**src/rtl/sbox_gf_pkg.sv**
```systemverilog
package sbox_gf_pkg;

    localparam int BYTE_W   = 8;
    localparam int NIB_W    = BYTE_W / 2;
    localparam int PAIR_W   = NIB_W / 2;
    localparam int STAGES   = 4;
    localparam logic [BYTE_W-1:0] AFF_C = 8'h63;

    // GF(2^2) product, modulus x^2+x+1
    function automatic logic [1:0] gf4_mul(input logic [1:0] q, input logic [1:0] w);
        logic [1:0] k;
        k[1] = (q[1] & w[1]) ^ (q[0] & w[1]) ^ (q[1] & w[0]);
        k[0] = (q[1] & w[1]) ^ (q[0] & w[0]);
        return k;
    endfunction

    // GF(2^2) product by phi = 2'b10
    function automatic logic [1:0] gf4_phi(input logic [1:0] q);
        return {q[1] ^ q[0], q[1]};
    endfunction

    // GF(2^4) square
    function automatic logic [3:0] gf16_sq(input logic [3:0] q);
        return {q[3], q[3] ^ q[2], q[2] ^ q[1], q[3] ^ q[1] ^ q[0]};
    endfunction

    // GF(2^4) product by lambda = 4'b1100
    function automatic logic [3:0] gf16_lam(input logic [3:0] q);
        return {q[2] ^ q[0], q[3] ^ q[2] ^ q[1] ^ q[0], q[3], q[2]};
    endfunction

    // GF(2^4) product, modulus x^2+x+phi over GF(2^2)
    function automatic logic [3:0] gf16_mul(input logic [3:0] q, input logic [3:0] w);
        logic [1:0] hh, hi, lo;
        hh = gf4_mul(q[3:2], w[3:2]);
        hi = hh ^ gf4_mul(q[3:2], w[1:0]) ^ gf4_mul(q[1:0], w[3:2]);
        lo = gf4_phi(hh) ^ gf4_mul(q[1:0], w[1:0]);
        return {hi, lo};
    endfunction

    // GF(2^4) inverse as per-bit sum of products, zero maps to zero
    function automatic logic [3:0] gf16_inv(input logic [3:0] q);
        logic [3:0] k;
        k[3] = q[3] ^ (q[3] & q[2] & q[1]) ^ (q[3] & q[0]) ^ q[2];
        k[2] = (q[3] & q[2] & q[1]) ^ (q[3] & q[2] & q[0]) ^ (q[3] & q[0])
             ^ q[2] ^ (q[2] & q[1]);
        k[1] = q[3] ^ (q[3] & q[2] & q[1]) ^ (q[3] & q[1] & q[0]) ^ q[2]
             ^ (q[2] & q[0]) ^ q[1];
        k[0] = (q[3] & q[2] & q[1]) ^ (q[3] & q[2] & q[0]) ^ (q[3] & q[1])
             ^ (q[3] & q[1] & q[0]) ^ (q[3] & q[0]) ^ q[2] ^ (q[2] & q[1])
             ^ (q[2] & q[1] & q[0]) ^ q[1] ^ q[0];
        return k;
    endfunction

    // Standard basis to tower basis
    function automatic logic [7:0] iso_in(input logic [7:0] q);
        logic [7:0] a;
        a[7] = q[7] ^ q[5];
        a[6] = q[7] ^ q[6] ^ q[4] ^ q[3] ^ q[2] ^ q[1];
        a[5] = q[7] ^ q[5] ^ q[3] ^ q[2];
        a[4] = q[7] ^ q[5] ^ q[3] ^ q[2] ^ q[1];
        a[3] = q[7] ^ q[6] ^ q[2] ^ q[1];
        a[2] = q[7] ^ q[4] ^ q[3] ^ q[2] ^ q[1];
        a[1] = q[6] ^ q[4] ^ q[1];
        a[0] = q[6] ^ q[1] ^ q[0];
        return a;
    endfunction

    // Tower basis back to standard basis
    function automatic logic [7:0] iso_out(input logic [7:0] q);
        logic [7:0] b;
        b[7] = q[7] ^ q[6] ^ q[5] ^ q[1];
        b[6] = q[6] ^ q[2];
        b[5] = q[6] ^ q[5] ^ q[1];
        b[4] = q[6] ^ q[5] ^ q[4] ^ q[2] ^ q[1];
        b[3] = q[5] ^ q[4] ^ q[3] ^ q[2] ^ q[1];
        b[2] = q[7] ^ q[4] ^ q[3] ^ q[2] ^ q[1];
        b[1] = q[5] ^ q[4];
        b[0] = q[6] ^ q[5] ^ q[4] ^ q[2] ^ q[0];
        return b;
    endfunction

endpackage

```
**src/rtl/sbox_front.sv**
```systemverilog
module sbox_front
    import sbox_gf_pkg::*;
(
    input  logic [BYTE_W-1:0] byte_i,
    output logic [NIB_W-1:0]  hi_o,
    output logic [NIB_W-1:0]  lo_o,
    output logic [NIB_W-1:0]  den_o
);
    logic [BYTE_W-1:0] tw;

    always_comb begin
        tw    = iso_in(byte_i);
        hi_o  = tw[BYTE_W-1:NIB_W];
        lo_o  = tw[NIB_W-1:0];
        den_o = gf16_lam(gf16_sq(hi_o)) ^ gf16_mul(lo_o, hi_o ^ lo_o);
    end
endmodule

```
**src/rtl/sbox_nib_inv.sv**
```systemverilog
module sbox_nib_inv
    import sbox_gf_pkg::*;
(
    input  logic [NIB_W-1:0] den_i,
    output logic [NIB_W-1:0] inv_o
);
    always_comb inv_o = gf16_inv(den_i);
endmodule

```
**src/rtl/sbox_back.sv**
```systemverilog
module sbox_back
    import sbox_gf_pkg::*;
(
    input  logic [BYTE_W-1:0] tw_i,
    output logic [BYTE_W-1:0] sub_o
);
    logic [BYTE_W-1:0] std;

    always_comb begin
        std = iso_out(tw_i);
        for (int i = 0; i < BYTE_W; i++) begin
            sub_o[i] = std[i] ^ std[(i + 4) % BYTE_W] ^ std[(i + 5) % BYTE_W]
                     ^ std[(i + 6) % BYTE_W] ^ std[(i + 7) % BYTE_W] ^ AFF_C[i];
        end
    end
endmodule

```
**src/rtl/aes_tower_sbox_pipe.sv**
```systemverilog
module aes_tower_sbox_pipe
    import sbox_gf_pkg::*;
(
    input  logic              clk,
    input  logic              rst,
    input  logic              in_valid,
    input  logic [BYTE_W-1:0] in_byte,
    output logic              out_valid,
    output logic [BYTE_W-1:0] out_byte
);
    logic [STAGES-1:0] vld_q;

    logic [NIB_W-1:0] f_hi, f_lo, f_den;
    logic [NIB_W-1:0] s1_hi, s1_lo, s1_den;
    logic [NIB_W-1:0] n_inv;
    logic [NIB_W-1:0] s2_hi, s2_lo, s2_inv;
    logic [BYTE_W-1:0] s3_tw;
    logic [BYTE_W-1:0] b_sub;
    logic [BYTE_W-1:0] s4_out;

    sbox_front u_front (.byte_i(in_byte), .hi_o(f_hi), .lo_o(f_lo), .den_o(f_den));
    sbox_nib_inv u_inv (.den_i(s1_den), .inv_o(n_inv));
    sbox_back u_back (.tw_i(s3_tw), .sub_o(b_sub));

    // valid shift chain, one bit per register stage
    always_ff @(posedge clk) begin
        if (rst) vld_q <= '0;
        else     vld_q <= {vld_q[STAGES-2:0], in_valid};
    end

    // data stages, no reset needed
    always_ff @(posedge clk) begin
        s1_hi  <= f_hi;
        s1_lo  <= f_lo;
        s1_den <= f_den;
        s2_hi  <= s1_hi;
        s2_lo  <= s1_lo;
        s2_inv <= n_inv;
        s3_tw  <= {gf16_mul(s2_hi, s2_inv), gf16_mul(s2_hi ^ s2_lo, s2_inv)};
        s4_out <= b_sub;
    end

    assign out_valid = vld_q[STAGES-1];
    assign out_byte  = s4_out;
endmodule

```
**config.mk**
```make
export PLATFORM = sky130hd
export DESIGN_NAME = aes_tower_sbox_pipe
export DESIGN_NICKNAME = d
export VERILOG_FILES = /design/src/rtl/sbox_gf_pkg.sv /design/src/rtl/sbox_front.sv /design/src/rtl/sbox_nib_inv.sv /design/src/rtl/sbox_back.sv /design/src/rtl/aes_tower_sbox_pipe.sv
export SDC_FILE = /design/constraint.sdc
export NUM_CORES = 1
export LEC_CHECK = 0
export BUFFER_PORTS_ARGS = -buffer_cell sky130_fd_sc_hd__buf_2
export CORE_UTILIZATION = 40
export CTS_CLUSTER_SIZE = 25
export DETAILED_ROUTE_END_ITERATION = 10
export PLACE_DENSITY = 0.54
export SETUP_SLACK_MARGIN = 0.4
export SYNTH_ARGS = -nofsm -noshare
export SYNTH_HDL_FRONTEND = slang
export SYNTH_SLANG_ARGS = --single-unit
```
**constraint.sdc**
```tcl
create_clock -name clk -period 3.9 [get_ports clk]
set_input_delay 0.78 -clock clk [delete_from_list [all_inputs] [get_ports clk]]
set_output_delay 0.78 -clock clk [all_outputs]
set_load 0.05 [all_outputs]
```
---- Word level (Yosys, flattened, before mapping) ----
Cells that the tools add are included.
storage, ports and cells
  bits in registers ....................... 44
  output and inout port bits .............. 9
  word-level logic and storage cells ...... 213
cells by class
  bitwise logic cells ..................... 204
operator list
  kind               number
  bitwise XOR 1 bit  131
  AND 1 bit          57
  bitwise XOR 2 bit  9
  bitwise XOR 4 bit  3
  NOT 1 bit          4

---- Depth between registers and ports, before layout ----
Gate-level depths: netlist (run 1).
  depth in word-level cells ............... 12
  gate-level depth with buffers ........... 10
  depth with buffers taken out ............ 9

---- By module ----
From an unflattened synthesis (run 1), not the netlist that was laid out.
unflattened totals
  cell total of the unflattened synthesis .. 230
  area, all modules ....................... 2,386.0 um^2
modules (own cells, without submodules)
  module               times used  cells each  area an instance (um^2)
  aes_tower_sbox_pipe  1           136         1,554.0
  sbox_front           1           64          559.3
  sbox_back            1           13          148.9
  sbox_nib_inv         1           17          123.9

---- Least setup slack after synthesis (run 1) ----
No wires, ideal clock.
  kind .................................... in2reg
  start ................................... input in_byte[1]
  end ..................................... register s1_den[1]
  setup time .............................. 0.130 ns
  arrival time ............................ 2.796 ns
  required time ........................... 3.770 ns
  setup slack ............................. 0.974 ns
  stages .................................. 9
  path buffers ............................ 1
  path through ............................ buf_2 -> xor2_1 -> xnor2_1 -> ha_1 -> inv_1 -> nand2_2 -> xnor2_2 -> xnor2_2 -> xnor3_1
on the way
  cells in the longest elaborated chain, start to end .. 8
  elaborated cells between the ends (all ways) .. 23
  classes of those cells .................. bitwise: 23
ends and longest elaborated chain
  what                             RTL line                              RTL
  start, declared                  aes_tower_sbox_pipe.sv:7              input logic [BYTE_W-1:0] in_byte,
  bitwise XOR 1 bit *              sbox_gf_pkg.sv:62                     a[3] = q[7] ^ q[6] ^ q[2] ^ q[1];
  net f_lo[3]                      aes_tower_sbox_pipe.sv:13             logic [NIB_W-1:0] f_hi, f_lo, f_den;
  bitwise XOR 4 bit                sbox_front.sv:15                      den_o = gf16_lam(gf16_sq(hi_o)) ^ gf16_mul(lo_o, hi_o ^ lo_o);
  AND 1 bit (on tied branches)     sbox_gf_pkg.sv:12, sbox_gf_pkg.sv:13
  bitwise XOR 1 bit (2 in series)  sbox_gf_pkg.sv:12                     k[1] = (q[1] & w[1]) ^ (q[0] & w[1]) ^ (q[1] & w[0]);
  bitwise XOR 1 bit *              sbox_gf_pkg.sv:19                     return {q[1] ^ q[0], q[1]};
  bitwise XOR 2 bit *              sbox_gf_pkg.sv:37                     lo = gf4_phi(hh) ^ gf4_mul(q[1:0], w[1:0]);
  bitwise XOR 4 bit *              sbox_front.sv:15
  net f_den[1]                     aes_tower_sbox_pipe.sv:13
  end signal, assigned             aes_tower_sbox_pipe.sv:35             s1_den <= f_den;
  end, declared                    aes_tower_sbox_pipe.sv:14             logic [NIB_W-1:0] s1_hi, s1_lo, s1_den;
Mark *: on every way through the listed nets, which the timed path passes. The rest lies on a longest branch.
A chain may end at the register's enable or synchronous reset.

---- Worst setup path in the final report (run 1) ----
  start ................................... input in_byte[6]
  end ..................................... register s1_den[1]
on the way
  elaborated cells between the ends (all ways) .. 27
  classes of those cells .................. bitwise: 27
RTL lines
  what                               RTL line
  bitwise XOR 1 bit * (3 in series)  sbox_gf_pkg.sv:62
  net f_lo[3]                        aes_tower_sbox_pipe.sv:13
  bitwise XOR 4 bit                  sbox_front.sv:15
  AND 1 bit (on tied branches)       sbox_gf_pkg.sv:12, sbox_gf_pkg.sv:13
  bitwise XOR 1 bit (2 in series)    sbox_gf_pkg.sv:12
  bitwise XOR 1 bit *                sbox_gf_pkg.sv:19
  bitwise XOR 2 bit *                sbox_gf_pkg.sv:37
  bitwise XOR 4 bit *                sbox_front.sv:15
  net f_den[1]                       aes_tower_sbox_pipe.sv:13
Marks and branches as above.

==> results of run 1 <==
## area by class of cell
class / count / area share [%]
Timing Repair Buffer: 19 / 3.71
Clock buffer: 7 / 3.76
Multi-Input combinational cell: 180 / 53.2
Inverter: 10 / 1.46
Sequential cell: 44 / 34.4
Tap cell: 72 / 3.52
## worst paths after layout
check,from,end,cells after the start
setup / recovery,in_byte[6],s1_den[1],9
hold / removal,s1_hi[2],s2_hi[2],0
setup reg to reg,s2_hi[2],s3_tw[1],6
hold reg to reg,s1_hi[2],s2_hi[2],0
## synth_stat cells, drive strengths merged
cell,number
xnor2,50
dfxtp,44
nand2,24
xor2,21
o21ai,15
nor2,14
a21oi,10
inv,10
mux2i,9
clkbuf,8
buf,6
o211ai,6
nor2b,5
a22oi,4
ha,3
xnor3,3
nand3,2
o221ai,2
a2bb2oi,1
a31oi,1
mux2,1
nand2b,1
nor3,1
nor3b,1
o21a,1
o21bai,1
o22a,1
o22ai,1
o31a,1
or3,1
## registers in the layout (all words and copies together) (netlist names)
signal,count
out_byte,8
s1_den,4
s1_hi,4
s1_lo,4
s2_hi,4
s2_inv,4
s2_lo,4
s3_tw,8
vld_q,4
## critical path, stage by stage
cell	delay, ns
buf_2	0.20
xor2_1	0.43
xnor2_1	0.26
ha_1	0.42
inv_1	0.21
nand2_2	0.09
xnor2_2	0.16
xnor2_2	0.20
xnor3_1	0.33
## kinds of logic (layout without fill, tap and decap cells)
kind of cell,count (synthesis),count (layout),share of synthesized area [%]
AOI/OAI and AO/OA,44,44,11.6
xor gates and xnor gates,74,74,31.4
adders and majority gates,3,3,1.60
buffers and inverters,24,36,4.63
DFF,44,44,37.4
muxes,10,10,4.31
and+or+nand+nor,49,49,8.99
## placed cells by master (no fill, tap or decap), drive strengths merged, types with 2 or more instances in the layout
cell	synthesis	routed
ha	3	3
xnor3	3	3
a22oi	4	4
buf	6	19
inv	10	10
o221ai	2	2
nand2	24	24
clkbuf	8	7
nand3	2	2
o21ai	15	15
xnor2	50	50
nor2	14	14
a21oi	10	10
nor2b	5	5
xor2	21	21
mux2i	9	9
dfxtp	44	44
o211ai	6	6
## power by group through the flow
stage | logic (µW) | registers (µW) | clock network, µW
final | 1360 | 835 | 288
after global routing | 1520 | 868 | 324
after CTS | 1390 | 839 | 299
after detailed placement | 1380 | 850 | 0
after global placement | 1360 | 845 | 0
after floorplan | 1120 | 894 | 0
## layer usage
metal  vias to the layer above  part of all wire (%)  GRT usage (%)
met5                         -                     0              0
met1                       668                    43           14.5
met2                        24                    52           25.8
li1                        831                     -              -
met3                         6                   3.3           3.84
met4                         0                   1.5           4.44
## per-stage QoR
step                      util, %  setup slack (ns)  total power (µW)  instance area (µm²)
after floorplan                 -             0.974              2010                 2350
after global placement       44.2             0.790              2210                 2470
after detailed placement     44.2             0.710              2230                 2470
after CTS                    46.0              1.02              2520                 2560
after global routing         46.0             0.767              2710                 2560
final                        46.0             0.992              2480                 2560
==> impl_metrics.yaml, run 1 <==
detailed_routing:
  wire_per_inst_um: 11.1
  avgViaCountPerCell: 4.61
  antenna_left: 0
  dr.pass1.iters: 4
  vias: 1529
  finalWirelength_um: 3690
  drt_iter0_markers: 65
  drc_errors: 0
clock_network:
  clk_latency_ns: 0.28
  ctsHoldBuffers: 0
  cts_setup_buffers: 0
  cts_tree: "yes"
  cts_htree_levels: 2
  clock-root-buffer: "clkbuf_8"
  cts_resized: 0
  clkTransAtPathRegs_ns: 0.07
  clockBufferDepth: 2
  cts_made_buffers: 5
  cts.sinks: 44
power_and_ir_drop:
  leakage_uw: 0.00106
  p_clk_share_pct: 11.6
  p_seq_share_pct: 33.6
  swShare_pct: 41.4
  power_density_nw_per_um2: 969
  p_sw_uw: 1030
  comb_power_share_pct: 54.8
  ir_worst_vdd_mv: 0.423
  p_int_uw: 1460
synthesis:
  synthTopCellsByArea: "dfxtp_1, xnor2_1, xor2_1"
  synth_nets: 262
  synth.distinct_cells: 37
  yosys_warnings: 0
  ys_seq_elements: 44
  syn_inst: 248
  synth_area_per_cell_um2: 9.48
  syn_area_um2: 2350
  synth_top_area_share_pct: 37.4
  synth-seq-area-share_pct: 37.4
  yosys.area.top_type: "dfxtp_1"
setup_path:
  reg2reg_slack_ns: 2.03
  cp.required_ns: 4.07
  worstPathMaxFanout: 10
  cp.arrival_ns: 3.08
  cp-start-kind: "input pin"
  critPathKind: "in2reg"
  endpoint_kind: "flip-flop"
grt:
  antenna_found_initial: 0
  grt_pass1_vias: 1498
  grt_use_total_pct: 13.7
  grt_pass1_wl_um: 6610
  grt_max_degree: 16
  gr-total-overflow: 0
finish:
  area_growth_pct: 8.94
  diodes: 0
  multiInputGateArea_um2: 1360
  final_nets: 274
  drive_gt1_share_pct: 13.5
  fill_cells: 538
  final-seq-area_um2: 881
  stdcell_count: 332
sta:
  worst_pin_slew_ns: 0.524
  final-max-slew-violation-count: 0
  holdWs_ns: 0.328
  fin_crit_sh_pct: 74.6
  finalHoldViolCount: 0
  max-slew-margin-rel_pct: 65.0
  setup_viol: 0
  setup_total_negative_slack_ns: 0
  rsz0062_at_grt: "false"
  final.min_clock_period_ns: 2.91
  max_freq_mhz: 344
  skew_ns: 0.00156
die:
  fp.dieArea_um2: 6190
  io_pins: 20
  rows: 27
  die_height_um: 78.7
  start_util_pct: 42.2
  dieWidth_um: 78.7
  core-area_um2: 5570
placed_design:
  dpl.hpwl_um: 2870
  port_buffers: 19
  dp_cells: 325
  routabilityCongestion: 0.837
status:
  outcome: "complete, no violations"
job:
  cap_violations: 0
worst_hold_path:
  hp-class: "reg2reg"
No activity file was read; power rests on OpenSTA's default activity.
==> run 2: changes to the inputs <==
ABC_AREA = 1   (was unset)
PLACE_DENSITY = 0.56   (was 0.54)
clock period = 2.4 ns   (was 3.9 ns; I/O delays follow)
==> impl_metrics.yaml, run 2 <==
setup_path:
  timing.critical_path.mode_cell: "nand2_1"
  cp_top_family: "simple AND/OR/NAND/NOR gates"
  cp.required_ns: 2.60
  reg2reg_slack_ns: 0.84
  r2r-end: "s3_tw[1]"
  cp-start-kind: "input pin"
  crit_slowest_cell: "ha_4"
  slowest_delay_ns: 0.29
  worstPathMaxFanout: 5
  critPathBufInv: 5
  cp_num_cells: 16
  cp.arrival_ns: 2.10
  worstPathCellList: "buf_6 -> inv_6 -> nand2_4 -> nand3_4 -> nand2_4 -> xor2_2 -> inv_2 -> ha_4 -> inv_4 -> o21ai_4 -> xor2_1 -> nand2_1 -> nand2_1 -> nand2_1 -> nand2_1 -> inv_1"
  endpoint_kind: "flip-flop"
  regToRegStartpoint: "s2_hi[3]"
  critPathKind: "in2reg"
  r2r_cells: 6
synthesis:
  synth_nets: 379
  ys_seq_elements: 44
  syn_area_um2: 2620
  yosysMostFrequentCell: "nand2_1"
  synth.cells.most_frequent: "nand2_1, dfxtp_1, inv_1"
  synth-seq-area-share_pct: 33.7
  async_flop_share_pct: 0
  synthTopCellsByArea: "dfxtp_1, nand2_1, xor2_1"
  yosys.area.top_type: "dfxtp_1"
  yosys_warnings: 0
  syn_inst: 365
  ys.flop_type: "dfxtp_1"
  synth_top_area_share_pct: 33.7
  synth-edff-count: 0
  synth_area_per_cell_um2: 7.17
  synth.distinct_cells: 27
detailed_routing:
  drt_iter0_markers: 86
  avgViaCountPerCell: 4.62
  drc_errors: 0
  antenna_left: 0
  finalWirelength_um: 4950
  wire_per_inst_um: 10.5
  dr.pass1.iters: 4
  vias: 2185
finish:
  final_nets: 409
  design_area_um2: 3170
  diodes: 0
  area_growth_pct: 21.0
  drive_gt1_share_pct: 22.0
  final_cell_mix: "nand2_1, dfxtp_1, inv_1"
  fill_cells: 615
  layout_commonest_cell: "nand2_1"
placed_design:
  port_buffers: 19
  routabilityCongestion: 0.832
  place_area_um2: 2860
  pre_cts_ws_ns: 0.0719
  dpl.hpwl_um: 3870
clock_network:
  cts_htree_levels: 2
  cts_tree: "yes"
  clk_latency_ns: 0.29
  cts_made_buffers: 5
  clock-root-buffer: "clkbuf_8"
  clockBufferDepth: 2
  clkTransAtPathRegs_ns: 0.08
  cts.sinks: 44
sta:
  final.min_clock_period_ns: 1.90
  final-max-slew-violation-count: 0
  setup_total_negative_slack_ns: 0
  max-slew-margin-rel_pct: 61.0
  fin_crit_sh_pct: 79.3
  finalHoldViolCount: 0
  worst_pin_slew_ns: 0.581
  rsz0062_at_grt: "true"
  layout_setup_ws_ns: 0.496
  max_freq_mhz: 525
  setup_viol: 0
  skew_ns: 0.00952
power_and_ir_drop:
  p_total_uw: 4470
  p_int_uw: 2420
  p_sw_uw: 2060
  p_clk_share_pct: 10.3
  leakage_uw: 0.00156
  comb_power_share_pct: 60.5
  power_density_nw_per_um2: 1410
  ir_worst_vdd_mv: 1.41
  swShare_pct: 46.0
  p_seq_share_pct: 29.2
grt:
  antenna_found_initial: 0
  grt_pass1_wl_um: 8610
  grt_pass1_vias: 2033
  gr-total-overflow: 0
  grt_max_degree: 16
  grt_use_total_pct: 15.1
status:
  outcome: "complete, no violations"
worst_hold_path:
  hp-class: "reg2reg"
  min-delay-start: "s1_lo[2]"
  hold_end: "s2_lo[2]"
  whs_path_depth: 0
die:
  io_pins: 20
  fp.dieArea_um2: 6870
  die_height_um: 82.9
  core-area_um2: 6350
  start_util_pct: 41.2
  rows: 29
  dieWidth_um: 82.9
job:
  cap_violations: 0
## run 2: cell types whose count changed in the layout (fill, tap and decap cells not counted), sizes merged, moves of 3 or more
cell,change
a22oi,-3
buf,+8
inv,+35
mux2i,-9
nand2,+100
nand3,+33
nor2b,-5
o211ai,-5
xnor2,-22
xnor3,-3
xor2,+10
## run 2: cell type report
| cell class | count | area (µm²) | share of cell area [%] |
|---|---|---|---|
| inverter | 44 | 180 | 5.69 |
| clock inverter | 3 | 21.3 | 0.672 |
| timing repair buffer | 27 | 195 | 6.16 |
| clock buffer | 5 | 68.8 | 2.17 |
| multi-input combinational | 273 | 1720 | 54.4 |
| tap | 77 | 96.3 | 3.04 |
| sequential | 44 | 881 | 27.8 |
## run 2: how the worst max path moves through the flow
stage,from,endpoint
2_1_floorplan,in_byte[7],s1_den[2]
6_report,in_byte[2],s1_den[2]
4_1_cts,in_byte[2],s1_den[2]
3_3_place_gp,in_byte[2],s1_den[2]
3_5_place_dp,in_byte[2],s1_den[2]
5_1_grt,in_byte[2],s1_den[2]
## run 2: worst register-to-register path: stages (launching register included)
cell and delay [ns]:
dfxtp_1 0.48, xor2_2 0.33, inv_1 0.11, o21ai_2 0.14
nand2_2 0.09, xor2_1 0.15, xor2_1 0.14
## run 2: kinds of logic (layout without fill, tap and decap cells)
group	Yosys count	in the layout	synth area share, %
buf+inv	48	79	7.31
flops	44	44	33.7
compound gates	31	31	6.36
simple gates	179	179	29.1
mux	1	1	0.430
xor+xnor	59	59	21.7
fa+ha+maj	3	3	1.43
## run 2: power groups by stage
stage	Clock (µW)	Sequential, µW	Combinational, µW
after CTS	480	1310	2660
after detailed placement	0	1330	2650
after global placement	0	1330	2610
after floorplan	0	1490	2060
final	460	1310	2710
after global routing	513	1350	3080
## run 2: metal layers
metal / vias to the layer above / share of wire [%] / GRT usage [%] / wire [µm]
met1: 963 / 44 / 16.5 / 2190
met5: - / 0 / 0 / 0
met4: 0 / 1.4 / 5.17 / 71
li1: 1189 / - / - / -
met2: 28 / 52 / 29.4 / 2590
met3: 5 / 1.9 / 2.19 / 92
## run 2: repair_timing
action / CTS / global route
setup endpoints to repair: 1 / 4
pin swaps: 2 / 13
buffers inserted: 2 / 4
endpoints found under the hold margin: 0 / 0
hold buffers: 0 / 0
resized for setup: 0 / 48
## run 2: stage by stage
step           hold slack (ns)  util, %  std cells
2_1_floorplan            0.310        -        365
3_3_place_gp             0.311     45.1        459
3_5_place_dp             0.312     45.1        459
4_1_cts                  0.332     46.7        469
5_1_grt                  0.339     49.9        473
6_report                 0.331     49.9        473
==> run 3: changes to the inputs <==
clock period = 1.7 ns   (was 2.4 ns; I/O delays follow)
==> impl_metrics.yaml, run 3 (same netlist as run 2, synthesis figures left out) <==
detailed_routing:
  avgViaCountPerCell: 4.71
  antenna_left: 0
  vias: 2427
  finalWirelength_um: 5470
  drt_iter0_markers: 24
  drc_errors: 0
  wire_per_inst_um: 10.6
  dr.pass1.iters: 4
placed_design:
  routabilityCongestion: 0.830
  dpl.hpwl_um: 4080
  pre_cts_ws_ns: -0.414
  port_buffers: 19
finish:
  final_cell_mix: "nand2_1, buf_4, inv_1"
  drive_gt1_share_pct: 38.8
  area_growth_pct: 42.0
  final_nets: 451
  fill_cells: 577
  final-seq-area_um2: 906
  layout_commonest_cell: "nand2_1"
  multiInputGateArea_um2: 1880
  diodes: 0
  finalCoreUtilization_pct: 58.5
power_and_ir_drop:
  leakage_uw: 0.00182
  p_total_uw: 7290
  power_density_nw_per_um2: 1960
  p_int_uw: 4130
  ir_worst_vdd_mv: 2.06
  comb_power_share_pct: 62.2
  p_seq_share_pct: 26.5
  p_sw_uw: 3160
  swShare_pct: 43.3
  p_clk_share_pct: 11.2
setup_path:
  worstPathMaxFanout: 4
  worstPathCellList: "buf_8 -> buf_6 -> nand3_4 -> nand2_4 -> xor2_2 -> inv_2 -> ha_4 -> inv_4 -> o21ai_4 -> xor2_1 -> nand2_1 -> nand2_1 -> nand2_1 -> nand2_1 -> inv_1"
  cp.required_ns: 1.90
  crit_slowest_cell: "ha_4"
  timing.critical_path.mode_cell: "nand2_1"
  slowest_delay_ns: 0.29
  cp-start-kind: "input pin"
  critPathKind: "in2reg"
  endpoint_kind: "flip-flop"
  cp.arrival_ns: 1.89
die:
  dieWidth_um: 82.9
  start_util_pct: 41.2
  rows: 29
  die_height_um: 82.9
  io_pins: 20
  core-area_um2: 6350
  fp.dieArea_um2: 6870
sta:
  skew_ns: 0.00574
  max-slew-margin-rel_pct: 79.4
  final-max-slew-violation-count: 0
  fin_crit_sh_pct: 99.3
  setup_viol: 0
  worst_pin_slew_ns: 0.308
  setup_total_negative_slack_ns: 0
  final.min_clock_period_ns: 1.69
  holdWs_ns: 0.245
  layout_setup_ws_ns: 0.0118
  finalHoldViolCount: 0
  max_freq_mhz: 592
  rsz0062_at_grt: "true"
clock_network:
  cts_tree: "yes"
  clockBufferDepth: 2
  ctsHoldBuffers: 0
  cts.sinks: 44
  cts_htree_levels: 2
  clkTransAtPathRegs_ns: 0.08
  clock-root-buffer: "clkbuf_8"
  clk_latency_ns: 0.29
  cts_made_buffers: 5
grt:
  antenna_found_initial: 0
  grt_pass1_vias: 2343
  grt_max_degree: 15
  grt_use_total_pct: 16.4
  grt_pass1_wl_um: 9320
  gr-total-overflow: 0
worst_hold_path:
  hp-class: "in2reg"
job:
  cap_violations: 0
status:
  outcome: "complete, no violations"
[run 3: cell count changes in the layout (fill, tap and decap cells not counted), moves of 4 or more]
cell / before / now
buf_4: 9 / 48
dfxtp_1: 44 / 32
dfxtp_2: 0 / 8
dfxtp_4: 0 / 4
nand2_1: 105 / 88
nand2_2: 14 / 28
[run 3: area by class of cell]
class                           count  area share, %
Multi-Input combinational cell    273           50.5
Sequential cell                    44           24.4
Tap cell                           77           2.59
Clock buffer                        6           2.22
Clock inverter                      2           1.04
Timing Repair Buffer               69           14.3
Inverter                           44           4.91
[run 3: path summary, 6_finish.rpt]
path,start,endpoint,slack (ns),cells past startpoint
setup reg to reg,s2_hi[3],s3_tw[1],0.27,6
hold / removal,rst,vld_q[3],0.25,2
hold reg to reg,s1_lo[0],s2_lo[0],0.33,0
setup / recovery,in_byte[1],s1_den[2],0.01,15
[run 3: critical path, delay by kind of cell]
family	cells	cell delay [ns]
and+or+nand+nor	6	0.40
buffers and inverters	5	0.37
xor gates and xnor gates	2	0.33
adders and majority gates	1	0.29
AOI/OAI and AO/OA	1	0.15
[run 3: power by group through the flow]
stage               logic (µW)  clock network (µW)  registers, µW
finish                    4540                 819           1940
global route              5070                 901           1990
CTS                       4260                 849           1890
detailed placement        3890                   0           1900
global placement          3820                   0           1890
floorplan                 2960                   0           2130
[run 3: routing by layer]
metal / up-vias / part of all wire, % / routed length, µm / global-route usage, %
met5: - / 0 / 0 / 0
met4: 0 / 2.0 / 109 / 5.96
met3: 8 / 2.2 / 122 / 2.98
met2: 28 / 57 / 3130 / 34.6
met1: 1122 / 39 / 2110 / 15.1
li1: 1269 / - / - / -
[run 3: per-stage QoR]
step | cells | cell area, µm²
after floorplan | 365 | 2730
after global placement | 484 | 3090
after detailed placement | 484 | 3090
after CTS | 508 | 3530
after global routing | 515 | 3720
final | 515 | 3720
[run 3: timing repair]
action / in CTS / in global routing
setup buffers: 16 / 7
hold endpoints to repair: 0 / 0
pin swaps: 38 / 24
resized for setup: 62 / 34
gates cloned: 0 / 0
endpoints found under the setup margin: 14 / 13
